## src/rtl/mdsp_pkg.sv

```systemverilog
package mdsp_pkg;

    localparam int OSR        = 16;
    localparam int PH_W       = $clog2(OSR);
    localparam int CHAR_W     = 8;
    localparam int WORD_W     = CHAR_W + 1;
    localparam int BITS_PLAIN = CHAR_W + 2;
    localparam int BITS_ADDR  = CHAR_W + 3;
    localparam int IDX_W      = $clog2(BITS_ADDR + 1);
    localparam int IDLE_W     = $clog2(OSR * BITS_ADDR + 1);

    typedef enum logic [1:0] {
        SEL_DATA = 2'd0,
        SEL_CTRL = 2'd1,
        SEL_STAT = 2'd2,
        SEL_DIV  = 2'd3
    } sel_e;

    // control word, LSB is tx enable
    typedef struct packed {
        logic tmr_en;
        logic wake_addr;
        logic sleep;
        logic nine;
        logic rx_en;
        logic tx_en;
    } ctrl_t;

    localparam int CTRL_W = $bits(ctrl_t);

    typedef struct packed {
        logic ferr;
        logic ovr;
        logic rx_full;
        logic tx_empty;
    } stat_t;

    typedef struct packed {
        logic              ferr;
        logic [WORD_W-1:0] word;
    } rx_frame_t;

    typedef enum logic {
        RX_IDLE = 1'b0,
        RX_BUSY = 1'b1
    } rx_state_e;

    function automatic logic [IDX_W-1:0] frame_bits(input logic nine);
        return nine ? IDX_W'(BITS_ADDR) : IDX_W'(BITS_PLAIN);
    endfunction

    function automatic logic [IDLE_W-1:0] quiet_limit(input logic nine);
        return nine ? IDLE_W'(OSR * BITS_ADDR - 1) : IDLE_W'(OSR * BITS_PLAIN - 1);
    endfunction

    function automatic logic majority3(input logic a, input logic b, input logic c);
        return (a & b) | (a & c) | (b & c);
    endfunction

endpackage

```

## src/rtl/mdsp_baud.sv

```systemverilog
module mdsp_baud #(
    parameter int DIV_W = 16
) (
    input  logic             clk,
    input  logic             rst,
    input  logic [DIV_W-1:0] div,
    output logic             tick
);

    logic [DIV_W-1:0] cnt;

    // down-counter, reloads on zero: period is div+1 clocks
    always_ff @(posedge clk) begin
        if (rst)
            cnt <= '0;
        else if (cnt == '0)
            cnt <= div;
        else
            cnt <= cnt - 1'b1;
    end

    assign tick = (cnt == '0);

endmodule

```

## src/rtl/mdsp_tx.sv

```systemverilog
module mdsp_tx
    import mdsp_pkg::*;
(
    input  logic              clk,
    input  logic              rst,
    input  logic              tick,
    input  logic              en,
    input  logic              nine,
    input  logic              wr,
    input  logic [WORD_W-1:0] wdata,
    output logic              txd,
    output logic              empty
);

    logic [WORD_W-1:0]    hold;
    logic                 hold_full;
    logic                 busy;
    logic [BITS_ADDR-1:0] shreg;
    logic [PH_W-1:0]      phase;
    logic [IDX_W-1:0]     left;

    always_ff @(posedge clk) begin
        if (rst) begin
            hold      <= '0;
            hold_full <= 1'b0;
            busy      <= 1'b0;
            shreg     <= '1;
            phase     <= '0;
            left      <= '0;
        end else begin
            if (wr && !hold_full) begin
                hold      <= wdata;
                hold_full <= 1'b1;
            end
            if (!busy) begin
                if (hold_full && en) begin
                    busy      <= 1'b1;
                    hold_full <= 1'b0;
                    phase     <= '0;
                    left      <= frame_bits(nine);
                    shreg     <= {1'b1, (nine ? hold[CHAR_W] : 1'b1),
                                  hold[CHAR_W-1:0], 1'b0};
                end
            end else if (tick) begin
                phase <= phase + 1'b1;
                if (phase == PH_W'(OSR - 1)) begin
                    shreg <= {1'b1, shreg[BITS_ADDR-1:1]};
                    left  <= left - 1'b1;
                    if (left == IDX_W'(1))
                        busy <= 1'b0;
                end
            end
        end
    end

    assign txd   = busy ? shreg[0] : 1'b1;
    assign empty = !hold_full;

endmodule

```

## src/rtl/mdsp_rx.sv

```systemverilog
module mdsp_rx
    import mdsp_pkg::*;
(
    input  logic      clk,
    input  logic      rst,
    input  logic      tick,
    input  logic      en,
    input  logic      nine,
    input  logic      rxd,
    output rx_frame_t frame,
    output logic      frame_vld,
    output logic      quiet
);

    logic              s1, s2;
    rx_state_e         state;
    logic [PH_W-1:0]   phase;
    logic [IDX_W-1:0]  idx;
    logic [1:0]        samp;
    logic [WORD_W-1:0] sh;
    logic              vote;
    logic [IDX_W-1:0]  stop_idx;

    assign vote     = majority3(samp[0], samp[1], s2);
    assign stop_idx = frame_bits(nine) - 1'b1;

    always_ff @(posedge clk) begin
        if (rst) begin
            s1        <= 1'b1;
            s2        <= 1'b1;
            state     <= RX_IDLE;
            phase     <= '0;
            idx       <= '0;
            samp      <= '0;
            sh        <= '0;
            frame     <= '0;
            frame_vld <= 1'b0;
        end else begin
            s1        <= rxd;
            s2        <= s1;
            frame_vld <= 1'b0;
            if (!en) begin
                state <= RX_IDLE;
            end else if (tick) begin
                case (state)
                    RX_IDLE: begin
                        if (!s2) begin
                            state <= RX_BUSY;
                            phase <= '0;
                            idx   <= '0;
                        end
                    end
                    RX_BUSY: begin
                        phase <= phase + 1'b1;
                        if (phase == PH_W'(OSR/2 - 1))
                            samp[0] <= s2;
                        if (phase == PH_W'(OSR/2))
                            samp[1] <= s2;
                        if (phase == PH_W'(OSR/2 + 1)) begin
                            if (idx == '0) begin
                                if (vote)
                                    state <= RX_IDLE;
                            end else if (idx == stop_idx) begin
                                frame_vld  <= 1'b1;
                                frame.ferr <= !vote;
                                frame.word <= nine ? sh : {1'b0, sh[WORD_W-1:1]};
                                state      <= RX_IDLE;
                            end else begin
                                sh <= {vote, sh[WORD_W-1:1]};
                            end
                        end
                        if (phase == PH_W'(OSR - 1))
                            idx <= idx + 1'b1;
                    end
                    default: state <= RX_IDLE;
                endcase
            end
        end
    end

    assign quiet = (state == RX_IDLE) && s2;

endmodule

```

## src/rtl/mdsp_wake.sv

```systemverilog
module mdsp_wake
    import mdsp_pkg::*;
(
    input  logic clk,
    input  logic rst,
    input  logic tick,
    input  logic asleep,
    input  logic by_addr,
    input  logic nine,
    input  logic quiet,
    output logic wake
);

    logic [IDLE_W-1:0] cnt;
    logic [IDLE_W-1:0] limit;

    assign limit = quiet_limit(nine);

    // counts consecutive quiet ticks while asleep in idle-wake mode
    always_ff @(posedge clk) begin
        if (rst || !asleep || by_addr || !quiet)
            cnt <= '0;
        else if (tick && cnt != limit)
            cnt <= cnt + 1'b1;
    end

    assign wake = asleep && !by_addr && quiet && tick && (cnt == limit);

endmodule

```

## src/rtl/mdsp_port.sv

```systemverilog
module mdsp_port
    import mdsp_pkg::*;
#(
    parameter int BUS_W = 16
) (
    input  logic             clk,
    input  logic             rst,
    input  logic [1:0]       sel,
    input  logic             wr_en,
    input  logic             rd_en,
    input  logic [BUS_W-1:0] wdata,
    output logic [BUS_W-1:0] rdata,
    input  logic             rxd,
    output logic             txd,
    output logic             irq_rx,
    output logic             irq_tx,
    output logic             tmr_tick
);

    localparam int DIV_W = BUS_W;

    sel_e             rsel;
    ctrl_t            ctrl;
    logic [DIV_W-1:0] div;
    rx_frame_t        held;
    rx_frame_t        frame;
    logic             rx_full, ovr, tx_empty;
    logic             tick, frame_vld, quiet, idle_wake;
    logic             data_wr, data_rd, ctrl_wr, div_wr;
    logic             addr_hit, accept;
    stat_t            stat;

    assign rsel    = sel_e'(sel);
    assign data_wr = wr_en && rsel == SEL_DATA;
    assign data_rd = rd_en && rsel == SEL_DATA;
    assign ctrl_wr = wr_en && rsel == SEL_CTRL;
    assign div_wr  = wr_en && rsel == SEL_DIV;

    mdsp_baud #(.DIV_W(DIV_W)) u_baud (
        .clk  (clk),
        .rst  (rst),
        .div  (div),
        .tick (tick)
    );

    mdsp_tx u_tx (
        .clk   (clk),
        .rst   (rst),
        .tick  (tick),
        .en    (ctrl.tx_en),
        .nine  (ctrl.nine),
        .wr    (data_wr),
        .wdata (wdata[WORD_W-1:0]),
        .txd   (txd),
        .empty (tx_empty)
    );

    mdsp_rx u_rx (
        .clk       (clk),
        .rst       (rst),
        .tick      (tick),
        .en        (ctrl.rx_en),
        .nine      (ctrl.nine),
        .rxd       (rxd),
        .frame     (frame),
        .frame_vld (frame_vld),
        .quiet     (quiet)
    );

    mdsp_wake u_wake (
        .clk     (clk),
        .rst     (rst),
        .tick    (tick),
        .asleep  (ctrl.sleep),
        .by_addr (ctrl.wake_addr),
        .nine    (ctrl.nine),
        .quiet   (quiet),
        .wake    (idle_wake)
    );

    assign addr_hit = ctrl.wake_addr && ctrl.nine && frame.word[CHAR_W];
    assign accept   = frame_vld && (!ctrl.sleep || addr_hit);

    always_ff @(posedge clk) begin
        if (rst) begin
            ctrl    <= '0;
            div     <= '0;
            held    <= '0;
            rx_full <= 1'b0;
            ovr     <= 1'b0;
        end else begin
            if (ctrl_wr)
                ctrl <= ctrl_t'(wdata[CTRL_W-1:0]);
            else if (idle_wake || (frame_vld && ctrl.sleep && addr_hit))
                ctrl.sleep <= 1'b0;
            if (div_wr)
                div <= wdata;
            if (data_rd) begin
                rx_full <= 1'b0;
                ovr     <= 1'b0;
            end
            if (accept) begin
                if (rx_full && !data_rd) begin
                    ovr <= 1'b1;
                end else begin
                    held    <= frame;
                    rx_full <= 1'b1;
                end
            end
        end
    end

    assign stat = '{ferr: held.ferr, ovr: ovr, rx_full: rx_full, tx_empty: tx_empty};

    always_comb begin
        rdata = '0;
        case (rsel)
            SEL_DATA: rdata[WORD_W-1:0] = held.word;
            SEL_CTRL: rdata[CTRL_W-1:0] = ctrl;
            SEL_STAT: rdata[$bits(stat_t)-1:0] = stat;
            SEL_DIV:  rdata = div;
            default:  rdata = '0;
        endcase
    end

    assign irq_rx   = rx_full && ctrl.rx_en;
    assign irq_tx   = tx_empty && ctrl.tx_en;
    assign tmr_tick = tick && ctrl.tmr_en;

endmodule

```

## config.mk

```make
export PLATFORM = sky130hd
export DESIGN_NAME = mdsp_port
export DESIGN_NICKNAME = d
export VERILOG_FILES = /design/src/rtl/mdsp_pkg.sv /design/src/rtl/mdsp_baud.sv /design/src/rtl/mdsp_tx.sv /design/src/rtl/mdsp_rx.sv /design/src/rtl/mdsp_wake.sv /design/src/rtl/mdsp_port.sv
export SDC_FILE = /design/constraint.sdc
export NUM_CORES = 1
export LEC_CHECK = 0
export CORE_MARGIN = 2
export CORE_UTILIZATION = 35
export DETAILED_ROUTE_END_ITERATION = 10
export RECOVER_POWER = 25
export SETUP_SLACK_MARGIN = 0.4
export SLEW_MARGIN = 20
export SYNTH_ARGS = -nofsm -noshare
export SYNTH_HDL_FRONTEND = slang
export SYNTH_SLANG_ARGS = --single-unit
```

## constraint.sdc

```tcl
create_clock -name clk -period 2.66 [get_ports clk]
set_input_delay 0.266 -clock clk [delete_from_list [all_inputs] [get_ports clk]]
set_output_delay 0.266 -clock clk [all_outputs]
set_load 0.1 [all_outputs]
```

==> metrics list, run 1 <==
- Post-DP HPWL: 10.56 mm
* Worst-skew pair later-pin latency: 0.42 ns
- In the synthesized netlist, the number of instances is 688.
- The number of hold-slack violations in the final timing report came to 0.
* Highest attainable clock frequency: 431.5 MHz
* Die Span Y: 133.3 um
* Maximum number of pins on one net before global-route repair: 90
- The clock arrives with 0.007754 ns of skew.
- Post-layout instance count excluding filler cells: 960
- Total number of H-tree levels: 4
- Synthesis inferred 120 register bits.
* Count of inserted antenna diode cells: 0
- The via count of the first global-routing pass came to 5,063.
- The worst hold path belongs to the class in2reg.
- DR WL/cell: 16.35 um
- The count of buffers added on input and output ports is 42.
- The count of nets left with antenna violations once routing finished came out at 0.
* Clock tree buffer depth: 2
- In the synthesized netlist the dominant register cell turns out to be sky130_fd_sc_hd__dfxtp_1.
* Most frequent cell after synthesis: sky130_fd_sc_hd__dfxtp_1
* Synth-to-Final Area Change: 26.36%
* Number of synthesis warnings: 0
* Cts bufs inserted: 17
- Placer Congestion: 0.8028
- The flow ran to the end, but the final reports show violations.
* Pins over their slew limit: 90
- Summing the areas of all compound-gate instances in the mapped netlist gives 18.51% of the synthesized area.
* Total grt overflow: 0
* Via total after detailed routing: 5,282
* Headroom to the max-slew limit: -23.91%
- Cells after DPL: 919
- The tree built by TritonCTS fans out to 120 sinks.
* Final cycle utilization of the critical path: 87.11%
- Pwr Density: 785.2 mW/mm^2
- Data on the critical path is required at its endpoint by 2.39 ns.
- The worst register-to-register path has a setup slack of 0.42 ns.
- The share of synthesized area in the top cell type comes to 41.09%.
* Unique masters post-synth: 67
- Total DRC errors in the routed layout: 0
- Max-cap violations in this run came to 1.
- Clock tree from TritonCTS: yes
- Fraction of the mapped netlist area in simple logic gates: 24.25%
- Clock-pin slew was measured on the worst setup and hold paths at 0.06 ns.
* Violation count after the first detailed-route iteration: 369
- XOR/XNOR Fraction of Synth Area: 1.198%
* Post-synthesis area per instance: 8.498 um^2
* Worst slew pin tran: 1.859 ns
- For this design the top-level I/O count stands at 43.
* Arrival time of the worst setup path: 2.05 ns
- Horizontal die dimension: 133.3 um
- In this run the standard cell core region covers 0.01647 mm^2.
* Total negative setup slack: 0 ns
- Multiplexer cells account for 6.206% of the synthesized area.
- Most area-consuming cells after synthesis: sky130_fd_sc_hd__dfxtp_1 (41%), sky130_fd_sc_hd__nand2_1 (6.7%), sky130_fd_sc_hd__a21oi_1 (5.4%)
* Avg Vias per Cell: 5.502
- The worst-case IR drop observed on VDD is 0.5187 mV.
* 1st-pass router iterations: 5
- The floorplan has 47 rows.
* Combinational family with the most area after synthesis: simple AND/OR/NAND/NOR gates
- In the final layout, the share of cells above drive strength 1 is 15.81%.
- Type of the worst setup path: reg2out
* CP endpoint kind: primary output
* Final count of negative-setup-slack endpoints: 0
- Overall fraction of global-route tracks in use: 17.85%
- Synthesis produced a netlist with a net count of 728.
* First-pass GRT wire length: 25.54 mm
- Of the synthesized area, sequential elements account for 41.09%.
* Synth async-reset ratio: 0%
- Once the floorplan was initialized, standard cells occupied 35.51% of the core.
* Worst Hold Margin: 0.3990 ns
* Library cell occupying the most area in the post-synthesis netlist: sky130_fd_sc_hd__dfxtp_1
- Lkg Pwr: 2.606 nW
* Clock period minus final worst setup slack: 2.317 ns
- Crit Path Max Fanout: 5
* Failing checks: capacitance limit, slew limit
- Clock tree synthesis selected as its root buffer the cell sky130_fd_sc_hd__clkbuf_16.
- Total Wirelength: 15.70 mm
- Die Outline Area: 0.01776 mm^2
- Cts hold-fix bufs: 0
- In this run the cell area of the synthesized design comes to 0.005847 mm^2.
* Adder and majority gate portion of the synthesized area: 3.809%
- Yosys mapped a number of flops with a built-in enable equal to 0.
- The initial antenna violation count came to 0.
- The worst setup path is launched from a flop.
- Setup repair after global routing could not meet its margin everywhere.
- The net count of the finished layout is 767.
- Ranked by instance count, the synthesized netlist is headed by sky130_fd_sc_hd__dfxtp_1 (120), sky130_fd_sc_hd__nand2_1 (105), sky130_fd_sc_hd__a21oi_1 (63).
==> repair_timing <==
item / in CTS / in global routing
buffers inserted: 7 / 2
resized for setup: 17 / 7
setup endpoints to repair: 9 / 41
pin swaps: 4 / 4
==> critical path, cell delays in order (launching register included) <==
cell	delay, ns
sky130_fd_sc_hd__dfxtp_2	0.35
sky130_fd_sc_hd__or4_4	0.58
sky130_fd_sc_hd__nor4_4	0.32
sky130_fd_sc_hd__and2_4	0.22
sky130_fd_sc_hd__buf_12	0.17
==> cell families (layout without fill, tap and decap cells) <==
group,count (synthesis),in the layout
AND/OR/NAND/NOR,277,277
AO/OA/AOI/OAI,157,157
flip-flops,120,120
buffers and inverters,73,125
multiplexers,35,35
adder cells (fa/ha/maj),18,18
XOR/XNOR,8,8
==> metrics by stage <==
stage	power (mW)	setup WS, ns	util, %	area [um^2]
CTS	5.786	0.3963	44.77	7372
global route	6.046	0.2653	44.87	7388
finish	5.801	0.3428	44.87	7388
global placement	3.261	0.4060	40.40	6653
detailed placement	3.297	0.3204	40.40	6653
floorplan	2.964	0.01195	-	5863
==> layout make-up <==
cell class / instances / area (um^2)
well taps: 220 / 275.3
repair buffers: 69 / 775.7
multi-input cells: 495 / 3243
flip-flops and latches: 120 / 2407
inverters: 24 / 90.09
clock buffers: 19 / 452.9
clock inverters: 13 / 143.9
fillers: 1604 / 9077
==> flip-flops by register name (all words and copies together) (netlist names) <==
signal,count
div,16
u_baud.cnt,16
held,10
u_rx.frame,10
u_tx.shreg,10
u_rx.sh,9
u_tx.hold,9
u_wake.cnt,8
ctrl,6
u_rx.idx,4
u_rx.phase,4
u_tx.left,4
u_tx.phase,4
u_rx.samp,2
ovr,1
rx_full,1
u_rx.frame_vld,1
u_rx.s1,1
u_rx.s2,1
u_rx.state,1
u_tx.busy,1
u_tx.hold_full,1
==> cell usage in the layout, fill, tap and decap left out, types with 8 or more instances in the layout <==
cell | synthesis | final
sky130_fd_sc_hd__nor2_1 | 36 | 30
sky130_fd_sc_hd__ha_1 | 17 | 14
sky130_fd_sc_hd__nand3_1 | 26 | 25
sky130_fd_sc_hd__dfxtp_1 | 120 | 116
sky130_fd_sc_hd__a211oi_1 | 14 | 14
sky130_fd_sc_hd__and2_1 | 13 | 12
sky130_fd_sc_hd__clkdlybuf4s50_1 | 0 | 19
sky130_fd_sc_hd__o31ai_1 | 15 | 15
sky130_fd_sc_hd__buf_12 | 0 | 16
sky130_fd_sc_hd__clkbuf_16 | 0 | 17
sky130_fd_sc_hd__or3_1 | 9 | 9
sky130_fd_sc_hd__inv_1 | 24 | 21
sky130_fd_sc_hd__nand4_1 | 20 | 20
sky130_fd_sc_hd__mux2_2 | 9 | 9
sky130_fd_sc_hd__o21ai_1 | 13 | 13
sky130_fd_sc_hd__mux2i_1 | 25 | 24
sky130_fd_sc_hd__a221o_1 | 8 | 8
sky130_fd_sc_hd__nor3_1 | 11 | 11
sky130_fd_sc_hd__a21oi_1 | 63 | 63
sky130_fd_sc_hd__nand2_1 | 105 | 104
sky130_fd_sc_hd__buf_4 | 0 | 25
sky130_fd_sc_hd__or4_1 | 8 | 8
==> routing by layer <==
layer  track usage (%)  share of wire, %
met4             7.210               2.4
met1             24.03                47
met2             27.66                46
met5                 0                 0
met3             4.148               5.2
==> power by group <==
| group | internal [mW] | switching [mW] | total, mW |
|---|---|---|---|
| Combinational | 0.598 | 0.790 | 1.39 |
| Clock | 1.43 | 0.887 | 2.32 |
| Sequential | 1.93 | 0.167 | 2.09 |
| Total | 3.96 | 1.84 | 5.80 |
==> path summary, 6_finish.rpt <==
kind	from	end	cells past startpoint
max	u_baud.cnt[11]$_SDFF_PP0_	tmr_tick	4
min	wdata[13]	div[13]$_SDFFE_PP0P_	3
max reg2reg	u_baud.cnt[11]$_SDFF_PP0_	u_rx.state$_SDFFE_PP0N_	4
min reg2reg	u_rx.s1$_SDFF_PP1_	u_rx.s2$_SDFF_PP1_	1
No activity file was read; power rests on OpenSTA's default activity.
==> run 2, diff against run 1 <==
--- a/config.mk
+++ b/config.mk
@@ -5,8 +5,9 @@
 export SDC_FILE = /design/constraint.sdc
 export NUM_CORES = 1
 export LEC_CHECK = 0
+export ABC_AREA = 1
 export CORE_MARGIN = 2
-export CORE_UTILIZATION = 35
+export CORE_UTILIZATION = 45
 export DETAILED_ROUTE_END_ITERATION = 10
 export RECOVER_POWER = 25
 export SETUP_SLACK_MARGIN = 0.4
==> metrics list, run 2 <==
- The run finished with clean final reports.
* Cts bufs inserted: 17 (unchanged)
- The total non-filler cell area in the finished layout was 0.007236 mm^2 (-2.1%).
* Internal cell power: 3.683 mW (-7.0%)
* Number of nets at the end of the flow: 925 (+21%)
* Capture instance of the worst register-to-register path: u_rx.sh[3]$_SDFFE_PP0P_
* Violation count after the first detailed-route iteration: 295 (-20%)
- Number of storage elements in the synthesis netlist: 120 (unchanged)
* Total negative setup slack: 0 ns (unchanged)
* Type of the worst setup path: in2out
- The width of the chip was 119.2 um (-11%).
- The switching portion of total power is 32.85% (+1.1 points).
- For this run, the leading register cell type out of synthesis is sky130_fd_sc_hd__dfxtp_1.
- The clock input transition at the sequential cells of the worst setup and hold paths is 0.05 ns (about the same).
- Avg Vias per Cell: 5.128 (-6.8%)
- The top-level port count was 43 (unchanged).
- Count of inserted antenna diode cells: 0 (unchanged)
- In the layout the commonest cells are sky130_fd_sc_hd__nand2_1 (168), sky130_fd_sc_hd__nor2_1 (124), sky130_fd_sc_hd__dfxtp_1 (120).
- Setup repair after global routing missed its margin: no
- The post-route antenna net violation count is 0 (unchanged).
* Cells after DPL: 1,038 (+13%)
- Unique masters post-synth: 38 (-43%)
- The cell family contributing the most delay on the critical path is buffers and inverters.
- Required time of the critical path: 2.39 ns (about the same)
- Maximum number of pins on one net before global-route repair: 92 (+2.2%)
* Flop-to-flop setup slack: 0.65 ns (+0.23 ns)
- TritonCTS built the clock tree.
* Worst-skew pair later-pin latency: 0.43 ns (about the same)
* Worst slew pin tran: 1.156 ns (-0.7030 ns)
- Maximum Capacitance Violations: 0 (-1)
* Core ar.: 0.01309 mm^2 (-21%)
- Arrival time of the worst setup path: 2.03 ns (-0.02 ns)
- The initial antenna violation count came to 0 (unchanged).
- Highest attainable clock frequency: 435.1 MHz (+0.82%)
- The top fanout value on the critical path is 9 (+4).
* Placer Congestion: 0.8221 (+2.4%)
* Fraction of power consumed by sequential logic: 36.9% (+0.8 points)
* Post-synthesis area per instance: 7.067 um^2 (-17%)
- Sequential share of the synthesized area: 40.23% (-0.86 points)
* Placed Instance Area: 0.006708 mm^2 (+0.83%)
- Pins over their slew limit: 0 (-100%)
- Synth async-reset ratio: 0% (unchanged)
* Largest registers: div (16), u_baud.cnt (16)
* Hold depth: 2 (-1)
* Buffers and inverters on the worst path: 3 (+2)
* DR WL/cell: 13.92 um (-15%)
- 1st-pass router iterations: 5 (unchanged)
- The count of cells along the worst register-to-register path is 7 (+3).
- The leftover overflow at the end of global routing came to 0 (unchanged).
- Type of origin of the critical path: input port
* Buffers added on ports: 42 (unchanged)
- Number of gates on the worst path with buffers counted: 7 (+3)
- The total number of H-tree levels came to 4 (unchanged).
- The synthesized instance count was 845 (+23%).
* Worst Hold Margin: 0.4080 ns (+0.009003 ns)
- Total power: 5.484 mW (-5.5%)
- Worst hold start: rxd
* Pwr Density: 757.9 mW/mm^2 (-3.5%)
* Final count of negative-setup-slack endpoints: 0 (unchanged)
* Cell-by-cell trace of the critical path: dlygate4sd3_1 > ha_1 > inv_1 > o22ai_1 > a211oi_1 > a21oi_1 > buf_12
* Standard cell with the maximum stage delay on the critical path: sky130_fd_sc_hd__dlygate4sd3_1
* Commonest non-fill, non-tap cell in the layout: sky130_fd_sc_hd__nand2_1
* Headroom to the max-slew limit: 23.29% (+47 points)
* Peak VDD IR: 0.4821 mV (-7.1%)
* Delay contributed by the slowest stage of the critical path: 0.60 ns (+0.02 ns)
- The worst hold path terminates at u_rx.s1$_SDFF_PP1_.
- The final critical-path required period was 2.298 ns (-0.01877 ns).
- The root buffer cell chosen for the clock tree is sky130_fd_sc_hd__clkbuf_16.
- Via total after detailed routing: 5,497 (+4.1%)
- Post-synth EDFFs: 0 (unchanged)
- Die Outline Area: 0.01421 mm^2 (-20%)
- Clk sinks: 120 (unchanged)
* Share of post-route cells with drive strength above 1: 10.16% (-5.7 points)
- Final cycle utilization of the critical path: 86.41% (-0.71 points)
- Cell types with the highest counts after synthesis: sky130_fd_sc_hd__nand2_1 (166), sky130_fd_sc_hd__nor2_1 (122), sky130_fd_sc_hd__dfxtp_1 (120)
* Psw: 1.801 mW (-2.3%)
- The total number of placement rows came to 42 (-11%).
- The standby leakage power is 2.959 nW (+14%).
* Post-layout instance count excluding filler cells: 1,072 (+12%)
* Startpoint of the most critical register-to-register path: u_rx.state$_SDFFE_PP0N_
- Initial standard-cell utilization of the core: 45.64% (+10 points)
- Synth-to-Final Area Change: 21.16%
- The number of hold-slack violations in the final timing report is 0 (unchanged).
- The final wirelength was 14.92 mm (-5.0%).
* Clock tree buffer depth: 2 (unchanged)
- The chip height was 119.2 um (-11%).
- Post-DP HPWL: 10.46 mm (-0.95%)
- The worst clock skew on the final layout is 0.007359 ns (-0.0003952 ns).
* Cts hold-fix bufs: 0 (unchanged)
* Most area-consuming cells after synthesis: sky130_fd_sc_hd__dfxtp_1 (40%), sky130_fd_sc_hd__nand2_1 (10%), sky130_fd_sc_hd__nor2_1 (7.7%)
- Total DRC errors in the routed layout: 0 (unchanged)
- Overall fraction of global-route tracks in use: 21.81% (+4.0 points)
- The netlist area before placement was 0.005972 mm^2 (+2.1%).
- First-pass GRT wire length: 24.58 mm (-3.8%)
* Number of global-route vias before repair: 5,177 (+2.3%)
- Logic pwr share: 25.5% (+1.6 points)
- Type of the most critical hold path: in2reg
- CP endpoint kind: primary output
* Most frequent cell after synthesis: sky130_fd_sc_hd__nand2_1
* Clock network fraction of total power: 37.6% (-2.4 points)
- The proportion of netlist area held by the largest area contributor is 40.23% (-0.86 points).
* Library cell occupying the most area in the post-synthesis netlist: sky130_fd_sc_hd__dfxtp_1
- The number of warning messages in the yosys log came to 0 (unchanged).
* Net Count, Synth: 885 (+22%)
==> run 2: changes by cell type after synthesis, moves of 15 or more <==
cell	delta
sky130_fd_sc_hd__nand2_1	+61
sky130_fd_sc_hd__o21ai_0	+63
sky130_fd_sc_hd__mux2i_1	-25
sky130_fd_sc_hd__inv_1	+61
sky130_fd_sc_hd__nor2_1	+86
sky130_fd_sc_hd__a21oi_1	+17
sky130_fd_sc_hd__o31ai_1	-15
sky130_fd_sc_hd__clkbuf_1	-22
sky130_fd_sc_hd__nand3_1	+22
==> run 2: area by class of cell <==
class	instances	area (um^2)
fill	1245	5849
multi-input combinational	600	3082
sequential	120	2402
timing repair buffer	51	644.4
clock buffer	27	513.0
inverter	95	359.1
tap	176	220.2
clock inverter	3	15.01
==> run 2: worst max-delay path by stage <==
| stage | start | slack [ns] | end |
|---|---|---|---|
| floorplan | sel[0] | -0.04 | rdata[1] |
| global placement | sel[1] | 0.49 | rdata[3] |
| detailed placement | sel[1] | 0.43 | rdata[0] |
| CTS | u_baud.cnt[0]$_SDFF_PP0_ | 0.40 | tmr_tick |
| global route | sel[0] | 0.22 | rdata[0] |
| finish | sel[0] | 0.36 | rdata[0] |
==> run 2: per-layer routing <==
layer	vias up	GRT usage (%)	share of wire (%)
li1	2808	-	-
met1	2540	27.91	46
met2	117	35.34	47
met3	32	5.172	4.1
met4	0	8.929	2.4
met5	-	0	0
==> run 2: what timing repair did <==
item,CTS,global route
resized for setup,2,2
setup buffers,0,3
pin swaps,0,2
hold endpoints to repair,0,0
setup endpoints to repair,1,4
cloned,0,1
==> run 2: power by group through the flow <==
| stage | Clock (mW) | Combinational, mW | Sequential [mW] |
|---|---|---|---|
| after global placement | 0 | 1.30 | 2.06 |
| after global routing | 2.18 | 1.54 | 2.03 |
| after floorplan | 0 | 1.03 | 2.03 |
| final | 2.06 | 1.40 | 2.03 |
| after detailed placement | 0 | 1.32 | 2.06 |
| after CTS | 2.11 | 1.36 | 2.02 |
==> run 2: logic make-up after synthesis <==
| kind of cell | synth area share, % |
|---|---|
| flops | 40.23 |
| compound gates | 14.94 |
| xor+xnor | 2.493 |
| fa+ha+maj | 3.562 |
| simple gates | 30.44 |
| buf+inv | 8.339 |
==> run 2: stage by stage <==
step / worst slack (ns) / util, %
final: 0.3615 / 55.30
after global routing: 0.2237 / 55.30
after CTS: 0.4029 / 55.40
after detailed placement: 0.4286 / 51.26
after global placement: 0.4884 / 51.26
after floorplan: -0.03580 / -
